[src/rtl/mode_io_pkg.sv]
package mode_io_pkg;

  typedef enum logic [1:0] {
    MC_SINGLE    = 2'd0,
    MC_EXP_ROM   = 2'd1,
    MC_EXP_NOROM = 2'd2
  } modeClass_e;

  typedef struct packed {
    logic wrDir;
    logic wrData;
    logic rdDir;
    logic rdData;
  } ioStrobe_t;

  function automatic modeClass_e classifyMode(input logic [2:0] code);
    case (code)
      3'd1, 3'd3: classifyMode = MC_EXP_NOROM;
      3'd2, 3'd4: classifyMode = MC_EXP_ROM;
      default:    classifyMode = MC_SINGLE;
    endcase
  endfunction

endpackage

[src/rtl/mode_io_ctrl.sv]
module mode_io_ctrl
  import mode_io_pkg::*;
#(
  parameter int ADDR_W = 16,
  parameter logic [ADDR_W-1:0] DIR_ADDR  = 16'hFF88,
  parameter logic [ADDR_W-1:0] DATA_ADDR = 16'hFF8A
) (
  input  logic              clk,
  input  logic              rstN,
  input  logic [2:0]        modeSel,
  input  logic [ADDR_W-1:0] busAddr,
  input  logic              busWrEn,
  input  logic              busRdEn,
  output modeClass_e        modeClass,
  output ioStrobe_t         strobe
);

  logic [2:0] modeReg;

  // Mode is loaded on every edge while reset is held, frozen afterwards.
  always_ff @(posedge clk) begin
    if (!rstN) modeReg <= modeSel;
  end

  assign modeClass = classifyMode(modeReg);

  logic hitDir, hitData;
  assign hitDir  = (busAddr == DIR_ADDR);
  assign hitData = (busAddr == DATA_ADDR);

  always_comb begin
    strobe.wrDir  = busWrEn && hitDir && (modeClass != MC_EXP_NOROM);
    strobe.wrData = busWrEn && hitData;
    strobe.rdDir  = busRdEn && hitDir;
    strobe.rdData = busRdEn && hitData;
  end

endmodule

[src/rtl/mode_io_dp.sv]
module mode_io_dp
  import mode_io_pkg::*;
#(
  parameter int WIDTH = 8
) (
  input  logic             clk,
  input  logic             rstN,
  input  logic             hwStandby,
  input  modeClass_e       modeClass,
  input  ioStrobe_t        strobe,
  input  logic [WIDTH-1:0] busWrData,
  output logic [WIDTH-1:0] busRdData,
  input  logic [WIDTH-1:0] extAddr,
  input  logic [WIDTH-1:0] padIn,
  output logic [WIDTH-1:0] padOe,
  output logic [WIDTH-1:0] padOut
);

  logic [WIDTH-1:0] dirReg, dataReg, syncA, syncB, effDir;
  logic             dirClrN;

  assign dirClrN = rstN & ~hwStandby;

  always_ff @(posedge clk or negedge dirClrN) begin
    if (!dirClrN)          dirReg <= '0;
    else if (strobe.wrDir) dirReg <= busWrData;
  end

  always_ff @(posedge clk or negedge rstN) begin
    if (!rstN) begin
      dataReg <= '0;
      syncA   <= '0;
      syncB   <= '0;
    end else begin
      if (strobe.wrData) dataReg <= busWrData;
      syncA <= padIn;
      syncB <= syncA;
    end
  end

  assign effDir = (modeClass == MC_EXP_NOROM) ? '1 : dirReg;

  for (genvar i = 0; i < WIDTH; i++) begin : g_pin
    always_comb begin
      padOe[i] = effDir[i] & ~hwStandby;
      unique case (modeClass)
        MC_EXP_NOROM: padOut[i] = extAddr[i];
        MC_EXP_ROM:   padOut[i] = dirReg[i] ? extAddr[i] : dataReg[i];
        default:      padOut[i] = dataReg[i];
      endcase
    end
  end

  always_comb begin
    if (strobe.rdDir)       busRdData = '1;
    else if (strobe.rdData) busRdData = (effDir & dataReg) | (~effDir & syncB);
    else                    busRdData = '0;
  end

endmodule

[src/rtl/mode_io_port.sv]
module mode_io_port
  import mode_io_pkg::*;
#(
  parameter int WIDTH  = 8,
  parameter int ADDR_W = 16,
  parameter logic [ADDR_W-1:0] DIR_ADDR  = 16'hFF88,
  parameter logic [ADDR_W-1:0] DATA_ADDR = 16'hFF8A
) (
  input  logic              clk,
  input  logic              rstN,
  input  logic [2:0]        modeSel,
  input  logic              hwStandby,
  input  logic              swStandby,
  input  logic [ADDR_W-1:0] busAddr,
  input  logic              busWrEn,
  input  logic              busRdEn,
  input  logic [WIDTH-1:0]  busWrData,
  output logic [WIDTH-1:0]  busRdData,
  input  logic [WIDTH-1:0]  extAddr,
  input  logic [WIDTH-1:0]  padIn,
  output logic [WIDTH-1:0]  padOe,
  output logic [WIDTH-1:0]  padOut
);

  modeClass_e modeClass;
  ioStrobe_t  strobe;
  logic       unusedSw;

  // Software standby needs no action: registers simply hold.
  assign unusedSw = swStandby;

  mode_io_ctrl #(
    .ADDR_W(ADDR_W), .DIR_ADDR(DIR_ADDR), .DATA_ADDR(DATA_ADDR)
  ) u_ctrl (
    .clk(clk), .rstN(rstN), .modeSel(modeSel), .busAddr(busAddr),
    .busWrEn(busWrEn), .busRdEn(busRdEn), .modeClass(modeClass), .strobe(strobe)
  );

  mode_io_dp #(.WIDTH(WIDTH)) u_dp (
    .clk(clk), .rstN(rstN), .hwStandby(hwStandby), .modeClass(modeClass),
    .strobe(strobe), .busWrData(busWrData), .busRdData(busRdData),
    .extAddr(extAddr), .padIn(padIn), .padOe(padOe), .padOut(padOut)
  );

endmodule

[config.mk]
export PLATFORM = sky130hd
export DESIGN_NAME = mode_io_port
export DESIGN_NICKNAME = d
export VERILOG_FILES = /design/src/rtl/mode_io_pkg.sv /design/src/rtl/mode_io_ctrl.sv /design/src/rtl/mode_io_dp.sv /design/src/rtl/mode_io_port.sv
export SDC_FILE = /design/constraint.sdc
export NUM_CORES = 1
export LEC_CHECK = 0
export BUFFER_PORTS_ARGS = -buffer_cell sky130_fd_sc_hd__buf_2
export CAP_MARGIN = 0
export CORE_ASPECT_RATIO = 0.6
export CORE_MARGIN = 3
export CORE_UTILIZATION = 49
export CTS_BUF_LIST = sky130_fd_sc_hd__clkbuf_2 sky130_fd_sc_hd__clkbuf_4 sky130_fd_sc_hd__clkbuf_8
export DETAILED_ROUTE_END_ITERATION = 8
export PLACE_DENSITY = 0.93
export SLEW_MARGIN = 20
export SYNTH_ARGS = -nofsm -noshare
export SYNTH_HDL_FRONTEND = slang
export SYNTH_HIERARCHICAL = 1
export SYNTH_SLANG_ARGS = --single-unit
[constraint.sdc]
create_clock -name clk -period 2.1 [get_ports clk]
set_input_delay 0 -clock clk [delete_from_list [all_inputs] [get_ports clk]]
set_output_delay 0 -clock clk [all_outputs]
set_load 0.01 [all_outputs]
==> reports/qor.txt, run 1 <==
status = complete, no violations
Total GRT Usage = 22.36%
CP Capture Type = output port
min Tclk post-route = 2037 ps
Power Density = 639.8 mW/mm^2
DR DRC count = 0
complex-gate fraction of the synthesized area = 13.97%
main combinational cell family by area after synthesis = simple AND/OR/NAND/NOR gates
Synth Warn # = 6
Adder-Cell Fraction of Synth Area = 2.171%
EDFF count, synth = 3
ANT nets after route = 0
post-synthesis cell count = 175
net count after synthesis = 227
Internal Power = 1214 uW
Clk pwr share = 37.0%
Synth top area share = 46.31%
Die ar. = 0.004301 mm^2
Worst EP required = 2100 ps
asr flop ratio synth = 91.43%
Nets = 326
# IOs = 73
largest net degree at the start of global routing = 26
vias per cell = 5.300
Hold/Removal Path Class = in -> reg
CP arrival = 2040 ps
skew final = 2.759 ps
post-synth top area cell = dfrtp_1
crit-path max cell delay = 410 ps
most common cell in the synthesized netlist = dfrtp_1
WL final = 4751 um
simple logic cell fraction of the synthesized area = 19.54%
Synth top cells by count = dfrtp_1, nor2_1, nand2_1
CP startpoint kind = flop
Diodes inserted = 0
final hold vios = 0
Max Clk Rate = 490.8 MHz
syn_area_per_cell = 9.881 um^2
Initial DRC Count = 159
Crit-path slowest cell = edfxtp_1
Setup CP Type = reg -> out
core footprint = 0.003323 mm^2
fin. max-slew vios = 0
drt pass-1 iters = 5
worst-path fanout max = 23
DP Area = 0.002146 mm^2
TritonCTS clock tree = built
Post-Syn Area = 0.001729 mm^2
sequential share of the synthesized area = 51.52%
total grt overflow = 0
sequential fraction of design power = 43.7%
final setup TNS = 0 ps
Area Overhead vs Synth = 46.67%
H-tree lvl count = 2
Sw Share = 25.19%
LEAKAGE = 0.001220 uW
fin area = 0.002536 mm^2
clk slew on worst S/H paths = 70 ps
Tightest Pin Transition = 681.1 ps
VDD IR max = 0.4696 mV
Rows = 16
clk_lat worst skew = 280 ps
number of distinct library cells after synthesis = 30
top cells by area, synth = dfrtp_1, nor2_1, nand2_1
sw power = 408.7 uW
XOR/XNOR Fraction of Synth Area = 0.5065%
Die X-Extent = 82.69 um
Yosys reg bits = 35
mux cell area share after synthesis = 6.440%
combinational power share = 19.3%
number of global-route vias before repair = 1,600
Num CTS Buffers = 5
first-pass GRT wire length = 7065 um
GPL Wtd Cong = 0.8004
CTS root buf = clkbuf_8
Clock Sinks = 35
Max clock buf depth = 2
Top FF cell, synth = dfrtp_1
wire per inst = 14.85 um
DR vias = 1,696
Final Cycle Share = 97.01%
die extent in y = 52.02 um
IO Port Bufs = 71
antenna violations before repair = 0
Starting Density = 52.03%
crit-path cells = xnor2_1, nor2_1, inv_2, ha_4, buf_12, o22ai_1, a221o_1, buf_2
Post-DP HPWL = 3258 um
Worst slew margin = 54.50%
final setup fails = 0
RSZ-0062 raised after global routing = true
Max-cap violations = 0
layout cell share with drive strength beyond 1 = 40.36%
[layout make-up]
cell class                      count  area, um^2
Tap cell                           45       56.30
Multi-Input combinational cell    119       782.0
Timing Repair Buffer              102       653.1
Inverter                           11       41.29
Clock buffer                        5       68.82
Fill cell                         246       787.0
Clock inverter                      3       43.79
Sequential cell                    35       890.9
[routing by layer]
metal / GRT usage (%) / wire (um)
met3: 6.401 / 445
met4: 5.707 / 48
met2: 38.03 / 2349
met1: 28.09 / 1908
met5: 0 / 0
[placed cells by master (no fill, tap or decap), drive strengths merged]
cell / synthesis / layout
o22ai: 7 / 7
nand4: 1 / 1
dlygate4sd3: 0 / 21
mux2: 9 / 9
nand3: 1 / 1
buf: 7 / 81
nand2: 29 / 29
o21ai: 8 / 8
xnor2: 1 / 1
a311o: 8 / 8
inv: 11 / 11
ha: 3 / 3
clkbuf: 3 / 5
nor4: 1 / 1
clkinv: 0 / 2
nor4b: 1 / 1
nand4bb: 1 / 1
nor2b: 3 / 3
mux2i: 1 / 1
bufinv: 0 / 1
nor3b: 1 / 1
or4: 1 / 1
a221o: 7 / 7
and3: 2 / 2
dfrtp: 32 / 32
nor2: 32 / 32
edfxtp: 3 / 3
or4b: 1 / 1
a22oi: 1 / 1
[logic make-up after synthesis]
| logic type | Yosys count |
|---|---|
| compound gates | 31 |
| fa+ha+maj | 3 |
| xor+xnor | 1 |
| buf+inv | 21 |
| flops | 35 |
| mux | 10 |
| simple gates | 74 |
[worst paths after layout]
| kind | start | endpoint | slack [ps] | cells past startpoint |
|---|---|---|---|---|
| max | u_ctrl/modeReg[2]$_DFFE_PN_ | padOut[6] | 60 | 8 |
| min in group asynchronous | rstN | u_dp/syncA[2]$_DFF_PN0_ | 250 | 3 |
| max in group asynchronous | rstN | u_dp/dirReg[1]$_DFFE_PN0P_ | 900 | 4 |
| min | busWrEn | u_dp/dataReg[2]$_DFFE_PN0P_ | 170 | 3 |
| max reg2reg | u_ctrl/modeReg[0]$_DFFE_PN_ | u_dp/dirReg[2]$_DFFE_PN0P_ | 420 | 5 |
| min reg2reg | u_dp/syncA[0]$_DFF_PN0_ | u_dp/syncB[0]$_DFF_PN0_ | 350 | 0 |
[through the flow]
stage / power, uW / hold slack (ps) / instances / setup WS, ps / utilization (%)
after floorplan: 854.4 / -295.6 / 175 / 205.0 / -
after global placement: 970.7 / 12.34 / 288 / 91.30 / 64.57
after detailed placement: 977.2 / 24.13 / 288 / 1.858 / 64.57
after CTS: 1608 / 168.1 / 317 / 51.24 / 74.89
after global routing: 1698 / 163.3 / 320 / -70.64 / 76.32
final: 1623 / 173.9 / 320 / 62.70 / 76.32
[repair_timing]
item / in CTS / in global routing
endpoints found under the setup margin: 7 / 16
pin swaps: 0 / 1
setup buffers: 0 / 3
hold endpoints to repair: 59 / 0
hold buffers: 21 / 0
gates resized for setup: 5 / 9
[flip-flops by register name (all words and copies together) (netlist names)]
name            count
u_dp/syncA          8
u_dp/dataReg        8
u_ctrl/modeReg      3
u_dp/syncB          8
u_dp/dirReg         8
[power by group through the flow]
stage               Combinational (uW)  Sequential [uW]  Clock (uW)
CTS                                294              709         605
detailed placement                 254              723           0
finish                             313              710         600
floorplan                          134              721           0
global placement                   249              722           0
global route                       343              711         645
[worst max-delay path, delay by kind of cell (launching register included)]
kind | cells | cell delay [ps]
DFF | 1 | 410
buffers and inverters | 3 | 370
AOI/OAI and AO/OA | 2 | 380
xor gates and xnor gates | 1 | 140
adders and majority gates | 1 | 280
and+or+nand+nor | 1 | 170
Note: power is estimated with default switching activity, not from simulation.
==> inputs of run 2 (changes only) <==
--- a/config.mk
+++ b/config.mk
@@ -13,6 +13,7 @@
 export CTS_BUF_LIST = sky130_fd_sc_hd__clkbuf_2 sky130_fd_sc_hd__clkbuf_4 sky130_fd_sc_hd__clkbuf_8
 export DETAILED_ROUTE_END_ITERATION = 8
 export PLACE_DENSITY = 0.93
+export RECOVER_POWER = 25
 export SLEW_MARGIN = 20
 export SYNTH_ARGS = -nofsm -noshare
 export SYNTH_HDL_FRONTEND = slang
==> run 2 against run 1 <==
  * Critical path depth did not move
  * Clock skew barely moved
  * Design area barely moved
  * Global-route usage did not move
  * Cell count did not move
  * Wire length fell by 0.15%
  * Worst setup slack got worse by 0.59 ps
  * Flip-flop and latch count did not move
  * Critical endpoint unchanged
==> reports/qor.txt, run 2 (synthesis results as in run 1) <==
status = complete, no violations
multi-input logic area = 782.0 um^2
Hold Startpoint = busWrEn
Setup CP Type = reg -> out
IO Port Bufs = 71
FF+latch area = 890.9 um^2
largest net degree at the start of global routing = 26
final hold vios = 0
Diodes inserted = 0
core footprint = 0.003323 mm^2
Post-DP HPWL = 3258 um
crit path from = u_ctrl/modeReg[2]$_DFFE_PN_
Die ar. = 0.004301 mm^2
Rows = 16
Area Overhead vs Synth = 46.60%
Power Density = 639.9 mW/mm^2
fin. max-slew vios = 0
FF-to-FF path depth = 5
Hold Path Stages = 3
number of global-route vias before repair = 1,600
WP depth = 8
Initial DRC Count = 159
Starting Density = 52.03%
LEAKAGE = 0.001217 uW
antenna violations before repair = 0
worst-path fanout max = 23
Nets = 326
Die X-Extent = 82.69 um
Fillers = 247
TritonCTS clock tree = built
first-pass GRT wire length = 7065 um
min Tclk post-route = 2038 ps
total grt overflow = 0
clk_lat worst skew = 280 ps
Tightest Pin Transition = 683.6 ps
CP startpoint kind = flop
cell family with most CP delay = flip-flops
vias per cell = 5.313
WL final = 4744 um
Total GRT Usage = 22.36%
die extent in y = 52.02 um
Max clock buf depth = 2
placed insts = 288
Bufs and invs on worst path = 3
layout cell share with drive strength beyond 1 = 40.00%
most frequent cells in the layout = buf_2, dfrtp_1, nand2_1
commonest non-fill, non-tap cell in the layout = buf_2
DR vias = 1,700
Crit-path slowest cell = edfxtp_1
Worst slew margin = 54.33%
H-tree lvl count = 2
final setup TNS = 0 ps
DR DRC count = 0
Worst EP required = 2100 ps
GPL Wtd Cong = 0.8004
ANT nets after route = 0
VDD IR max = 0.4698 mV
skew final = 2.689 ps
total power = 1622 uW
Hold/Removal Path Class = in -> reg
Num CTS Buffers = 5
RSZ-0062 raised after global routing = true
Max Clk Rate = 490.7 MHz
dpl ws = 1.858 ps
drt pass-1 iters = 5
Final Cycle Share = 97.04%
R2R Path Start = u_ctrl/modeReg[0]$_DFFE_PN_
crit-path max cell delay = 410 ps
CP Capture Type = output port
# IOs = 73
clk slew on worst S/H paths = 70 ps
wire per inst = 14.83 um
final setup fails = 0
Max-cap violations = 0
CP arrival = 2040 ps
fin cells = 320
fin worst setup slack = 62.10 ps
CTS root buf = clkbuf_8
Clock Sinks = 35
crit-path cells = xnor2_1, nor2_1, inv_2, ha_4, buf_12, o22ai_1, a221o_1, buf_2
run 2: final timing paths:
kind / to / slack (ps)
setup / recovery: padOut[6] / 60
hold / removal: u_dp/dataReg[2]$_DFFE_PN0P_ / 170
setup reg to reg: u_dp/dirReg[2]$_DFFE_PN0P_ / 420
hold reg to reg: u_dp/syncB[0]$_DFF_PN0_ / 350
max in group asynchronous: u_dp/dirReg[1]$_DFFE_PN0P_ / 870
min in group asynchronous: u_dp/syncA[2]$_DFF_PN0_ / 280
run 2: metrics by stage:
step,instance area (um^2),utilization [%],hold slack [ps]
floorplan,1729,-,-295.6
detailed placement,2146,64.57,24.13
finish,2535,76.28,173.8
CTS,2489,74.89,168.1
global route,2535,76.28,163.3
global placement,2146,64.57,12.34
run 2: metal layers:
| metal | routed length [um] | GRT usage (%) | vias to the layer above |
|---|---|---|---|
| met1 | 1901 | 28.09 | 814 |
| met5 | 0 | 0 | - |
| met2 | 2348 | 38.03 | 75 |
| met4 | 48 | 5.707 | 0 |
| met3 | 446 | 6.401 | 7 |
| li1 | - | - | 804 |
run 2: tightest hold or removal path: stages:
cell and delay (ps):
buf_2 90, and3_1 180, mux2_2 150
run 2: area by class of cell:
cell class / instances / share of cell area [%]
clock buffers: 5 / 2.715
clock inverters: 3 / 1.728
inverters: 11 / 1.629
multi-input cells: 119 / 30.85
flip-flops and latches: 35 / 35.14
well taps: 45 / 2.221
repair buffers: 102 / 25.72
run 2: where the power goes:
part | total, uW | internal, uW | switching, uW
Sequential | 710 | 703 | 6.78
Clock | 600 | 353 | 247
Combinational | 313 | 158 | 155
run 2: what timing repair did:
item / 4_1_cts / 5_1_grt
resized for setup: 5 / 9
hold buffers: 21 / 0
hold endpoints to repair: 59 / 0
setup endpoints to repair: 7 / 16
buffers inserted: 0 / 3
pin swaps: 0 / 1
